`src/rtl/qdac_pkg.sv`:
```
package qdac_pkg;

  typedef enum logic {
    PH_FALL = 1'b0,
    PH_RISE = 1'b1
  } dout_phase_e;

  localparam int CTL_W = 2;

  localparam logic [CTL_W-1:0] CTL_IDLE     = 2'b00;
  localparam logic [CTL_W-1:0] CTL_LOAD     = 2'b01;
  localparam logic [CTL_W-1:0] CTL_SPECIAL  = 2'b10;
  localparam logic [CTL_W-1:0] CTL_LOAD_UPD = 2'b11;

endpackage

```
`src/rtl/qdac_rst_sync.sv`:
```
module qdac_rst_sync #(
  parameter int STAGES = 2
) (
  input  logic clk,
  input  logic arst_n,
  output logic srst_n
);

  logic [STAGES-1:0] stg_q;
  logic [STAGES-1:0] stg_d;

  always_comb begin
    stg_d = {stg_q[STAGES-2:0], 1'b1};
  end

  always_ff @(posedge clk or negedge arst_n) begin
    if (!arst_n) begin
      stg_q <= '0;
    end else begin
      stg_q <= stg_d;
    end
  end

  assign srst_n = stg_q[STAGES-1];

endmodule

```
`src/rtl/qdac_sync.sv`:
```
module qdac_sync #(
  parameter int             N       = 4,
  parameter int             STAGES  = 2,
  parameter logic [N-1:0]   RST_VAL = '0
) (
  input  logic         clk,
  input  logic         rst_n,
  input  logic [N-1:0] async_i,
  output logic [N-1:0] sync_o
);

  logic [STAGES-1:0][N-1:0] chain_q;
  logic [STAGES-1:0][N-1:0] chain_d;

  always_comb begin
    chain_d = {chain_q[STAGES-2:0], async_i};
  end

  always_ff @(posedge clk or negedge rst_n) begin
    if (!rst_n) begin
      chain_q <= {STAGES{RST_VAL}};
    end else begin
      chain_q <= chain_d;
    end
  end

  assign sync_o = chain_q[STAGES-1];

endmodule

```
`src/rtl/qdac_shifter.sv`:
```
module qdac_shifter
  import qdac_pkg::*;
#(
  parameter int WW = 12
) (
  input  logic          clk,
  input  logic          rst_n,
  input  logic          shift_en,
  input  logic          tap_en,
  input  logic          cs_act,
  input  logic          sdi,
  input  dout_phase_e   phase,
  output logic [WW-1:0] word_o,
  output logic          dout_o
);

  logic [WW-1:0] shreg_q, shreg_d;
  logic          ext_q, ext_d;
  logic          dout_q, dout_d;

  always_comb begin
    shreg_d = shreg_q;
    ext_d   = ext_q;
    if (shift_en) begin
      shreg_d = {shreg_q[WW-2:0], sdi};
      ext_d   = shreg_q[WW-1];
    end
  end

  always_comb begin
    dout_d = dout_q;
    if (phase == PH_RISE && shift_en) begin
      dout_d = shreg_q[WW-1];
    end else if (phase == PH_FALL && tap_en) begin
      dout_d = ext_q;
    end
  end

  always_ff @(posedge clk or negedge rst_n) begin
    if (!rst_n) begin
      shreg_q <= '0;
      ext_q   <= 1'b0;
      dout_q  <= 1'b0;
    end else begin
      shreg_q <= shreg_d;
      ext_q   <= ext_d;
      dout_q  <= dout_d;
    end
  end

  assign word_o = shreg_q;
  assign dout_o = dout_q;


  dout_idle_chk: assert property (@(posedge clk) disable iff (!rst_n)
    (!cs_act && $past(!cs_act)) |-> $stable(dout_q));


  dout_rise_edge_chk: assert property (@(posedge clk) disable iff (!rst_n)
    (phase == PH_RISE && $past(phase == PH_RISE) && !$stable(dout_q)) |-> $past(shift_en));


  dout_fall_edge_chk: assert property (@(posedge clk) disable iff (!rst_n)
    (phase == PH_FALL && $past(phase == PH_FALL) && !$stable(dout_q)) |-> $past(tap_en));

endmodule

```
`src/rtl/qdac_regs.sv`:
```
module qdac_regs
  import qdac_pkg::*;
#(
  parameter int AW = 2,
  parameter int DW = 8
) (
  input  logic                          clk,
  input  logic                          rst_n,
  input  logic                          bank_rst_n,
  input  logic                          cmd_stb,
  input  logic [AW+CTL_W+DW-1:0]        word,
  input  logic                          ld_act,
  output dout_phase_e                   phase_o,
  output logic [(1<<AW)-1:0][DW-1:0]    dac_o
);

  localparam int NCH = 1 << AW;
  localparam int WW  = AW + CTL_W + DW;
  localparam logic [AW-1:0] ADDR_UPD     = '0;
  localparam logic [AW-1:0] ADDR_PH_FALL = AW'(NCH - 2);
  localparam logic [AW-1:0] ADDR_PH_RISE = AW'(NCH - 1);

  logic [AW-1:0]    addr;
  logic [CTL_W-1:0] ctl;
  logic [DW-1:0]    data;

  logic        wr_in;
  logic        upd_all;
  logic        ph_wr;
  dout_phase_e ph_val;
  dout_phase_e phase_q;

  logic [NCH-1:0][DW-1:0] in_q, in_d;
  logic [NCH-1:0][DW-1:0] dac_q, dac_d;

  assign addr = word[WW-1 -: AW];
  assign ctl  = word[DW +: CTL_W];
  assign data = word[DW-1:0];

  always_comb begin
    wr_in   = 1'b0;
    upd_all = 1'b0;
    ph_wr   = 1'b0;
    ph_val  = phase_q;
    if (cmd_stb) begin
      unique case (ctl)
        CTL_LOAD: begin
          wr_in = 1'b1;
        end
        CTL_LOAD_UPD: begin
          wr_in   = 1'b1;
          upd_all = 1'b1;
        end
        CTL_SPECIAL: begin
          if (addr == ADDR_UPD) begin
            upd_all = 1'b1;
          end else if (addr == ADDR_PH_FALL) begin
            upd_all = 1'b1;
            ph_wr   = 1'b1;
            ph_val  = PH_FALL;
          end else if (addr == ADDR_PH_RISE) begin
            upd_all = 1'b1;
            ph_wr   = 1'b1;
            ph_val  = PH_RISE;
          end
        end
        default: begin
        end
      endcase
    end
  end

  for (genvar ch = 0; ch < NCH; ch++) begin : g_chan
    assign in_d[ch]  = (wr_in && addr == AW'(ch)) ? data : in_q[ch];
    assign dac_d[ch] = (upd_all || ld_act) ? in_d[ch] : dac_q[ch];
  end

  always_ff @(posedge clk or negedge bank_rst_n) begin
    if (!bank_rst_n) begin
      in_q  <= '0;
      dac_q <= '0;
    end else begin
      in_q  <= in_d;
      dac_q <= dac_d;
    end
  end

  always_ff @(posedge clk or negedge rst_n) begin
    if (!rst_n) begin
      phase_q <= PH_FALL;
    end else if (ph_wr) begin
      phase_q <= ph_val;
    end
  end

  assign phase_o = phase_q;
  assign dac_o   = dac_q;


  load_only_chk: assert property (@(posedge clk) disable iff (!bank_rst_n)
    (cmd_stb && ctl == CTL_LOAD && !ld_act) |=> $stable(dac_q));


  load_upd_chk: assert property (@(posedge clk) disable iff (!bank_rst_n)
    (cmd_stb && ctl == CTL_LOAD_UPD) |=> (dac_q == in_q));


  nop_hold_chk: assert property (@(posedge clk) disable iff (!bank_rst_n)
    (cmd_stb && ctl == CTL_IDLE && !ld_act) |=> ($stable(dac_q) && $stable(in_q)));


  phase_rise_chk: assert property (@(posedge clk) disable iff (!rst_n)
    (cmd_stb && ctl == CTL_SPECIAL && addr == ADDR_PH_RISE) |=> (phase_q == PH_RISE));


  ld_transp_chk: assert property (@(posedge clk) disable iff (!bank_rst_n)
    ld_act |=> (dac_q == in_q));


  clr_zero_chk: assert property (@(posedge clk) disable iff (!rst_n)
    !bank_rst_n |-> (in_q == '0 && dac_q == '0));

endmodule

```
`src/rtl/qdac_serial_front.sv`:
```
module qdac_serial_front
  import qdac_pkg::*;
#(
  parameter int AW          = 2,
  parameter int DW          = 8,
  parameter int SYNC_STAGES = 2
) (
  input  logic                      clk,
  input  logic                      rst_n,
  input  logic                      sclk_i,
  input  logic                      csn_i,
  input  logic                      sdi_i,
  input  logic                      ldn_i,
  input  logic                      clrn_i,
  output logic                      sdo_o,
  output logic [(1<<AW)*DW-1:0]     dac_o
);

  localparam int NCH = 1 << AW;
  localparam int WW  = AW + CTL_W + DW;
  localparam int NIN = 4;
  localparam int B_SCLK = 0;
  localparam int B_CSN  = 1;
  localparam int B_SDI  = 2;
  localparam int B_LDN  = 3;
  localparam logic [NIN-1:0] IN_RST = 4'b1010;

  logic [NIN-1:0] pins_s;
  logic           sclk_prev_q, sclk_prev_d;
  logic           csn_prev_q, csn_prev_d;
  logic           sclk_rise, sclk_fall, csn_rise;
  logic           cs_act, ld_act;
  logic           bank_arst_n, bank_rst_n;
  logic [WW-1:0]  word;
  dout_phase_e    phase;
  logic [NCH-1:0][DW-1:0] dac_q;

  qdac_sync #(
    .N       (NIN),
    .STAGES  (SYNC_STAGES),
    .RST_VAL (IN_RST)
  ) u_sync (
    .clk     (clk),
    .rst_n   (rst_n),
    .async_i ({ldn_i, sdi_i, csn_i, sclk_i}),
    .sync_o  (pins_s)
  );

  assign bank_arst_n = rst_n & clrn_i;

  qdac_rst_sync #(
    .STAGES (SYNC_STAGES)
  ) u_clr_sync (
    .clk    (clk),
    .arst_n (bank_arst_n),
    .srst_n (bank_rst_n)
  );

  always_comb begin
    sclk_prev_d = pins_s[B_SCLK];
    csn_prev_d  = pins_s[B_CSN];
  end

  always_ff @(posedge clk or negedge rst_n) begin
    if (!rst_n) begin
      sclk_prev_q <= 1'b0;
      csn_prev_q  <= 1'b1;
    end else begin
      sclk_prev_q <= sclk_prev_d;
      csn_prev_q  <= csn_prev_d;
    end
  end

  assign cs_act    = ~pins_s[B_CSN];
  assign ld_act    = ~pins_s[B_LDN];
  assign sclk_rise = pins_s[B_SCLK] & ~sclk_prev_q;
  assign sclk_fall = ~pins_s[B_SCLK] & sclk_prev_q;
  assign csn_rise  = pins_s[B_CSN] & ~csn_prev_q;

  qdac_shifter #(
    .WW (WW)
  ) u_shifter (
    .clk      (clk),
    .rst_n    (rst_n),
    .shift_en (sclk_rise & cs_act),
    .tap_en   (sclk_fall & cs_act),
    .cs_act   (cs_act),
    .sdi      (pins_s[B_SDI]),
    .phase    (phase),
    .word_o   (word),
    .dout_o   (sdo_o)
  );

  qdac_regs #(
    .AW (AW),
    .DW (DW)
  ) u_regs (
    .clk        (clk),
    .rst_n      (rst_n),
    .bank_rst_n (bank_rst_n),
    .cmd_stb    (csn_rise),
    .word       (word),
    .ld_act     (ld_act),
    .phase_o    (phase),
    .dac_o      (dac_q)
  );

  assign dac_o = dac_q;

endmodule

```
`config.mk`:
```
export PLATFORM = sky130hd
export DESIGN_NAME = qdac_serial_front
export DESIGN_NICKNAME = d
export VERILOG_FILES = /design/src/rtl/qdac_pkg.sv /design/src/rtl/qdac_rst_sync.sv /design/src/rtl/qdac_sync.sv /design/src/rtl/qdac_shifter.sv /design/src/rtl/qdac_regs.sv /design/src/rtl/qdac_serial_front.sv
export SDC_FILE = /design/constraint.sdc
export NUM_CORES = 1
export LEC_CHECK = 0
export BUFFER_PORTS_ARGS = -buffer_cell sky130_fd_sc_hd__buf_2
export CAP_MARGIN = 10
export CORE_MARGIN = 2
export CORE_UTILIZATION = 50
export CTS_BUF_LIST = sky130_fd_sc_hd__clkbuf_4 sky130_fd_sc_hd__clkbuf_8
export CTS_CLUSTER_DIAMETER = 40
export DETAILED_ROUTE_END_ITERATION = 6
export GPL_ROUTABILITY_DRIVEN = 0
export GPL_TIMING_DRIVEN = 1
export PLACE_DENSITY = 0.71
export SETUP_SLACK_MARGIN = 0.5
export SLEW_MARGIN = 15
export SYNTH_ARGS = -nofsm -noshare
export SYNTH_HDL_FRONTEND = slang
export SYNTH_SLANG_ARGS = --single-unit
```
`constraint.sdc`:
```
create_clock -name clk -period 2.4 [get_ports clk]
set_clock_uncertainty 0.05 [all_clocks]
set_input_delay 0.72 -clock clk [delete_from_list [all_inputs] [get_ports clk]]
set_output_delay 0.72 -clock clk [all_outputs]
set_load 0.03 [all_outputs]
```
==> results of run 1 <==
==> critical path: cells and delay by family, from the launching register on <==
family,cells,cell delay (ns)
compound gates,2,0.38
buf+inv,1,0.25
flops,1,0.47
simple gates,1,0.48
==> kinds of logic (layout without fill, tap and decap cells) <==
logic type             count (synthesis)  count (layout)  synth area share [%]
AO/OA/AOI/OAI                        100             100                  17.6
buffers and inverters                 30              70                  4.08
flip-flops                            91              91                  63.1
multiplexers                          13              13                  4.04
other                                  1               1                 0.104
AND/OR/NAND/NOR                       80              80                  11.1
==> synth_stat cells (2+ instances only) <==
| cell type | number |
|---|---|
| dfrtp_1 | 86 |
| nand2_1 | 35 |
| o21ai_0 | 33 |
| a211oi_1 | 32 |
| a31oi_1 | 32 |
| nand3_1 | 32 |
| clkbuf_1 | 14 |
| mux2_2 | 13 |
| buf_2 | 7 |
| dfstp_2 | 5 |
| buf_6 | 3 |
| inv_1 | 3 |
| and3b_1 | 2 |
| buf_1 | 2 |
==> layout make-up <==
cell class | instances | area (sq um)
clock buffer | 12 | 153
fill | 641 | 2980
tap | 99 | 124
clock inverter | 4 | 97.6
sequential | 91 | 2290
inverter | 3 | 11.3
multi-input combinational | 194 | 1200
timing repair buffer | 51 | 285
==> repair_timing <==
item / 4_1_cts / 5_1_grt
resized for setup: 1 / 1
setup endpoints to repair: 2 / 12
buffers inserted: 0 / 1
==> metal layers <==
layer / track usage (%) / routed length [um]
met2: 34.5 / 3930
met1: 30.2 / 3540
met3: 4.99 / 451
met5: 0 / 0
met4: 7.87 / 134
==> registers in the layout (all words and copies together), names as in the netlist <==
| signal | cells |
|---|---|
| u_sync.chain_d | 4 |
| u_shifter.dout_o | 1 |
| u_regs.in_q | 32 |
| u_regs.phase_o | 1 |
| u_shifter.word_o | 12 |
| u_clr_sync.stg_q | 2 |
| csn_prev_q | 1 |
| sclk_prev_q | 1 |
| u_shifter.ext_q | 1 |
| u_regs.dac_o | 32 |
| u_sync.sync_o | 4 |
==> worst max path at each step <==
| stage | end | slack [ns] | startpoint |
|---|---|---|---|
| CTS | u_regs.dac_o[21]$_DFFE_PN0P_ | 0.59 | u_shifter.word_o[10]$_DFFE_PN0P_ |
| finish | u_regs.dac_o[24]$_DFFE_PN0P_ | 0.63 | u_shifter.word_o[8]$_DFFE_PN0P_ |
| global route | u_regs.dac_o[31]$_DFFE_PN0P_ | 0.55 | u_shifter.word_o[8]$_DFFE_PN0P_ |
| detailed placement | u_regs.dac_o[21]$_DFFE_PN0P_ | 0.49 | u_shifter.word_o[10]$_DFFE_PN0P_ |
| floorplan | u_regs.dac_o[10]$_DFFE_PN0P_ | 0.81 | u_sync.sync_o[1]$_DFF_PN1_ |
| global placement | u_regs.dac_o[13]$_DFFE_PN0P_ | 0.59 | u_shifter.word_o[10]$_DFFE_PN0P_ |
==> per-stage QoR <==
step | setup slack (ns) | power [uW]
finish | 0.633 | 3650
global route | 0.551 | 3820
CTS | 0.592 | 3670
detailed placement | 0.494 | 2420
global placement | 0.589 | 2410
floorplan | 0.808 | 2210
==> power by group through the flow <==
stage,sequential (uW),combinational [uW],clock (uW)
after floorplan,1970,244,0
after global placement,1920,490,0
after detailed placement,1920,504,0
after CTS,1890,505,1280
after global routing,1910,553,1360
final,1890,504,1260
==> cell usage in the layout (no fill, tap or decap), types with 3 or more instances in the layout <==
| master | count |
|---|---|
| bufinv_16 | 3 |
| a211oi_1 | 32 |
| nand2_1 | 35 |
| dfstp_2 | 5 |
| a31oi_1 | 32 |
| mux2_2 | 13 |
| buf_4 | 12 |
| inv_1 | 3 |
| nand3_1 | 32 |
| clkbuf_8 | 10 |
| o21ai_0 | 33 |
| buf_2 | 39 |
| dfrtp_1 | 84 |
==> run_results.csv, run 1 <==
group,metric,value,unit
status,status,"finished, final reports clean",
global_route,grt_pass1_vias,2633,
pwr,p_per_area,880,nW/um^2
die,start_util,50.7,%
flow_run,cap_viol_max_count,0,
pwr,power.leakage,0.00201,uW
pwr,netSwitchingPower,1030,uW
cells_and_area,layout.nets,357,
yosys,synth-seq-area-share,63.1,%
yosys,synth_async_sr_flop_share,100,%
timing,max-slew-margin-rel,59.1,%
worst_setup_path,r2r-end,"u_regs.dac_o[24]$_DFFE_PN0P_",
timing,rsz0062_at_grt,"no",
yosys,syn_area,3620,sq um
worst_setup_path,cp_max_fo,24,
cells_and_area,drive_above_1_share,25.6,%
yosys,synth_fp_nets,322,
cells_and_area,diodes,0,
clock_tree,hold_buffers,0,
worst_setup_path,start_kind,"flip-flop",
yosys,yosys_warnings,0,
clock_tree,htreeDepth,3,
worst_setup_path,crit_arrival,1.94,ns
pwr,p_comb_share,13.8,%
routing,vias_per_cell,5.85,
yosys,syn_avg_cell_area,11.5,sq um
clock_tree,root_buffer,"clkbuf_8",
cells_and_area,finish.utilization,58.2,%
cells_and_area,layout.cells.non_filler,454,
worst_setup_path,worstRegToRegCells,4,
timing,tns,0,ns
routing,first_pass_iters,4,
place,placed_area,3890,sq um
global_route,track_usage,22.0,%
pwr,p_sw_share,28.3,%
pwr,p_seq_share,51.8,%
die,die_w,89.1,um
worst_setup_path,path_class,"flip-flop to flip-flop",
worst_setup_path,slowest_stage,"or3b_4",
timing,max_slew.worst_pin.slew,0.612,ns
yosys,yosysTopAreaCellShare,59.5,%
worst_setup_path,rr_startpoint,"u_shifter.word_o[8]$_DFFE_PN0P_",
global_route,grt_max_degree,33,
place,dpl.hpwl,5160,um
routing,via_count,2655,
yosys,netlist_instances,315,
clock_tree,cts_sinks,91,
die,die_area,7940,sq um
global_route,grt_pass1_wl,13100,um
die,rows,31,
min_path,hp-class,"input port to asynchronous set/reset pin",
global_route,antenna_found_initial,0,
yosys,ys_ff_latch,91,
pwr,p_int,2620,uW
yosys,synthTopCellsByArea,"dfrtp_1, a211oi_1, a31oi_1, o21ai_0, nand3_1",
worst_setup_path,cp.required,2.57,ns
clock_tree,cts_buffer_depth,2,
cells_and_area,syn_to_final_growth,14.8,%
pwr,ir_drop,356,uV
global_route,gr-total-overflow,0,
clock_tree,cts_tree,"built",
routing,drt_iter0_drc,271,
timing,max_freq,0.566,GHz
timing,fin_crit_sh,73.6,%
clock_tree,clk_latency,0.35,ns
die,core-area,7140,sq um
clock_tree,path_clk_slew,0.08,ns
worst_setup_path,end_kind,"flip-flop",
place,dp_cells,437,
routing,avgRoutedWirePerCell,17.7,um
routing,wirelength,8050,um
die,io_pins,40,
timing,finalCriticalPeriod,1.77,ns
routing,antenna_left,0,
yosys,post-synth-top-area-cell,"dfrtp_1",
timing,hold_viol_final,0,
clock_tree,cts_made_buffers,9,
timing,slew_viol_final,0,
die,die_h,89.1,um
cells_and_area,final_cell_area,4150,sq um
pwr,clkPwrFrac,34.4,%
worst_setup_path,crit_path_cell_trace,"or3b_4 -> buf_4 -> a211oi_1 -> a31oi_1",
routing,post-route-drc-count,0,
worst_setup_path,worst-r2r-setup-slack,0.63,ns
timing,whs,0.188,ns
yosys,synth-edff-count,0,
place,port_buffers,39,
timing,setup_viol,0,
worst_setup_path,slowest_delay,0.48,ns
yosys,synthDistinctLibCells,30,
yosys,synth_top_flop_cell,"dfrtp_1",
(Power assumes the default switching activity.)
==> run 2, diff against run 1 <==
==> constraint.sdc (replaced) <==
create_clock -name clk -period 1.65 [get_ports clk]
set_clock_uncertainty 0.05 [all_clocks]
set_input_delay 0.495 -clock clk [delete_from_list [all_inputs] [get_ports clk]]
set_output_delay 0.495 -clock clk [all_outputs]
set_load 0.03 [all_outputs]
==> run_results.csv, run 2 (synthesized netlist as in run 1, its figures left out) <==
group,metric,value,unit
timing,fin_crit_sh,98.9,%
worst_setup_path,end_kind,"flip-flop",
die,rows,31,
global_route,gr-total-overflow,0,
worst_setup_path,crit_path_cell_trace,"buf_6 -> nor4bb_4 -> buf_6 -> nand3_2 -> a31oi_1",
die,core-area,7140,sq um
worst_setup_path,slowest_stage,"dfrtp_1",
routing,first_pass_iters,5,
routing,avgRoutedWirePerCell,19.9,um
worst_setup_path,crit_top_cell,"buf_6",
cells_and_area,syn_to_final_growth,53.1,%
timing,fin_ws,0.0179,ns
pwr,p_comb_share,24.0,%
routing,via_count,3065,
worst_setup_path,crit_arrival,1.85,ns
worst_setup_path,crit_buf_inv,2,
flow_run,cap_viol_max_count,0,
routing,antenna_left,0,
global_route,track_usage,26.1,%
timing,max-slew-margin-rel,62.2,%
global_route,grt_max_degree,37,
pwr,p_sw_share,34.0,%
cells_and_area,drive_above_1_share,57.9,%
pwr,ir_drop,696,uV
worst_setup_path,cp_max_fo,8,
place,dpl.hpwl,5530,um
cells_and_area,diodes,0,
die,start_util,50.7,%
timing,setup_viol,0,
cells_and_area,layout.nets,425,
clock_tree,clk_latency,0.36,ns
pwr,clkPwrFrac,26.1,%
place,port_buffers,39,
pwr,power.leakage,0.00253,uW
global_route,grt_pass1_wl,15500,um
worst_setup_path,path_class,"flip-flop to flip-flop",
clock_tree,cts_made_buffers,9,
cells_and_area,finish.utilization,77.7,%
timing,hold_viol_final,0,
global_route,antenna_found_initial,0,
worst_setup_path,cp.required,1.87,ns
routing,vias_per_cell,5.87,
cells_and_area,layout_common_cells,"dfrtp_1, buf_4, buf_6",
die,die_h,89.1,um
pwr,netSwitchingPower,1930,uW
die,die_area,7940,sq um
routing,wirelength,10400,um
place,pre_cts_ws,0.0154,ns
clock_tree,root_buffer,"clkbuf_8",
pwr,p_per_area,1020,nW/um^2
routing,drt_iter0_drc,187,
clock_tree,htreeDepth,3,
clock_tree,cts_tree,"built",
pwr,p_int,3750,uW
clock_tree,cts_buffer_depth,2,
worst_setup_path,start_kind,"flip-flop",
die,die_w,89.1,um
worst_setup_path,slowest_delay,0.43,ns
place,dp_cells,452,
timing,max_slew.worst_pin.slew,0.567,ns
clock_tree,path_clk_slew,0.10,ns
timing,max_freq,0.613,GHz
worst_setup_path,crit_family,"simple AND/OR/NAND/NOR gates",
cells_and_area,final_common_cell,"dfrtp_1",
cells_and_area,layout.cells.non_filler,522,
timing,rsz0062_at_grt,"yes",
min_path,hp-class,"input port to asynchronous set/reset pin",
timing,finalCriticalPeriod,1.63,ns
pwr,p_seq_share,49.9,%
routing,post-route-drc-count,0,
global_route,grt_pass1_vias,3091,
timing,slew_viol_final,0,
die,io_pins,40,
clock_tree,cts_sinks,91,
status,status,"finished, final reports clean",
[run 2: changes by cell type in the layout (fill, tap and decap cells not counted), moves of 9 or more]
cell | before | now
buf_4 | 12 | 57
buf_6 | 0 | 42
buf_2 | 39 | 6
a211oi_1 | 32 | 0
a211oi_2 | 0 | 32
o21ai_0 | 33 | 1
nand3_1 | 32 | 8
nand3_2 | 0 | 24
o21ai_2 | 0 | 12
mux2_2 | 13 | 2
mux2_4 | 0 | 11
o21ai_1 | 0 | 11
o21ai_4 | 0 | 9
[run 2: metrics by stage]
stage          total power (uW)  area, sq um  hold WS (ns)  TNS (ns)
2_1_floorplan              3420         4060         0.149         0
3_3_place_gp               3740         4380         0.219         0
3_5_place_dp               3770         4380         0.232         0
4_1_cts                    5570         5270        0.0593         0
5_1_grt                    5890         5540        0.0933    -0.456
6_report                   5680         5540        0.0632         0
[run 2: cell type report]
| cell class | count | area (sq um) |
|---|---|---|
| Multi-Input combinational cell | 197 | 1780 |
| Sequential cell | 91 | 2290 |
| Clock buffer | 9 | 124 |
| Inverter | 3 | 15.0 |
| Tap cell | 99 | 124 |
| Fill cell | 449 | 1590 |
| Clock inverter | 7 | 67.6 |
| Timing Repair Buffer | 116 | 1150 |
[run 2: power by group through the flow]
stage               sequential (uW)  clock, uW  combinational (uW)
floorplan                      2910          0                 504
global placement               2840          0                 901
detailed placement             2850          0                 924
CTS                            2820       1510                1250
global route                   2860       1600                1430
finish                         2840       1480                1370
[run 2: timing repair]
| action | 4_1_cts | 5_1_grt |
|---|---|---|
| hold buffers | 1 | 0 |
| endpoints found under the setup margin | 112 | 112 |
| gates cloned | 6 | 0 |
| pin swaps | 20 | 14 |
| endpoints found under the hold margin | 2 | 0 |
| buffers inserted | 34 | 13 |
| resized for setup | 110 | 34 |
[run 2: final timing paths]
check                                                 start  slack [ns]  cells past startpoint                           to
min in group clk                                      csn_i        0.17                      1  u_sync.chain_d[5]$_DFF_PN1_
hold / removal                                        rst_n        0.06                      1  u_sync.chain_d[4]$_DFF_PN0_
setup reg to reg           u_shifter.word_o[10]$_DFFE_PN0P_        0.02                      5  u_regs.dac_o[3]$_DFFE_PN0P_
setup / recovery           u_shifter.word_o[10]$_DFFE_PN0P_        0.02                      5  u_regs.dac_o[3]$_DFFE_PN0P_
max in group asynchronous     u_clr_sync.stg_q[1]$_DFF_PN0_        0.79                      1    u_regs.in_q[11]$_DFF_PN0_
hold reg to reg               u_clr_sync.stg_q[1]$_DFF_PN0_        0.22                      0     u_regs.in_q[5]$_DFF_PN0_
[run 2: routing by layer]
metal | share of wire, % | track usage [%] | vias to the layer above
met5 | 0 | 0 | -
met1 | 43 | 35.1 | 1549
met4 | 2.3 | 11.8 | 0
met2 | 50 | 41.8 | 116
met3 | 5.3 | 4.52 | 22
li1 | - | - | 1378
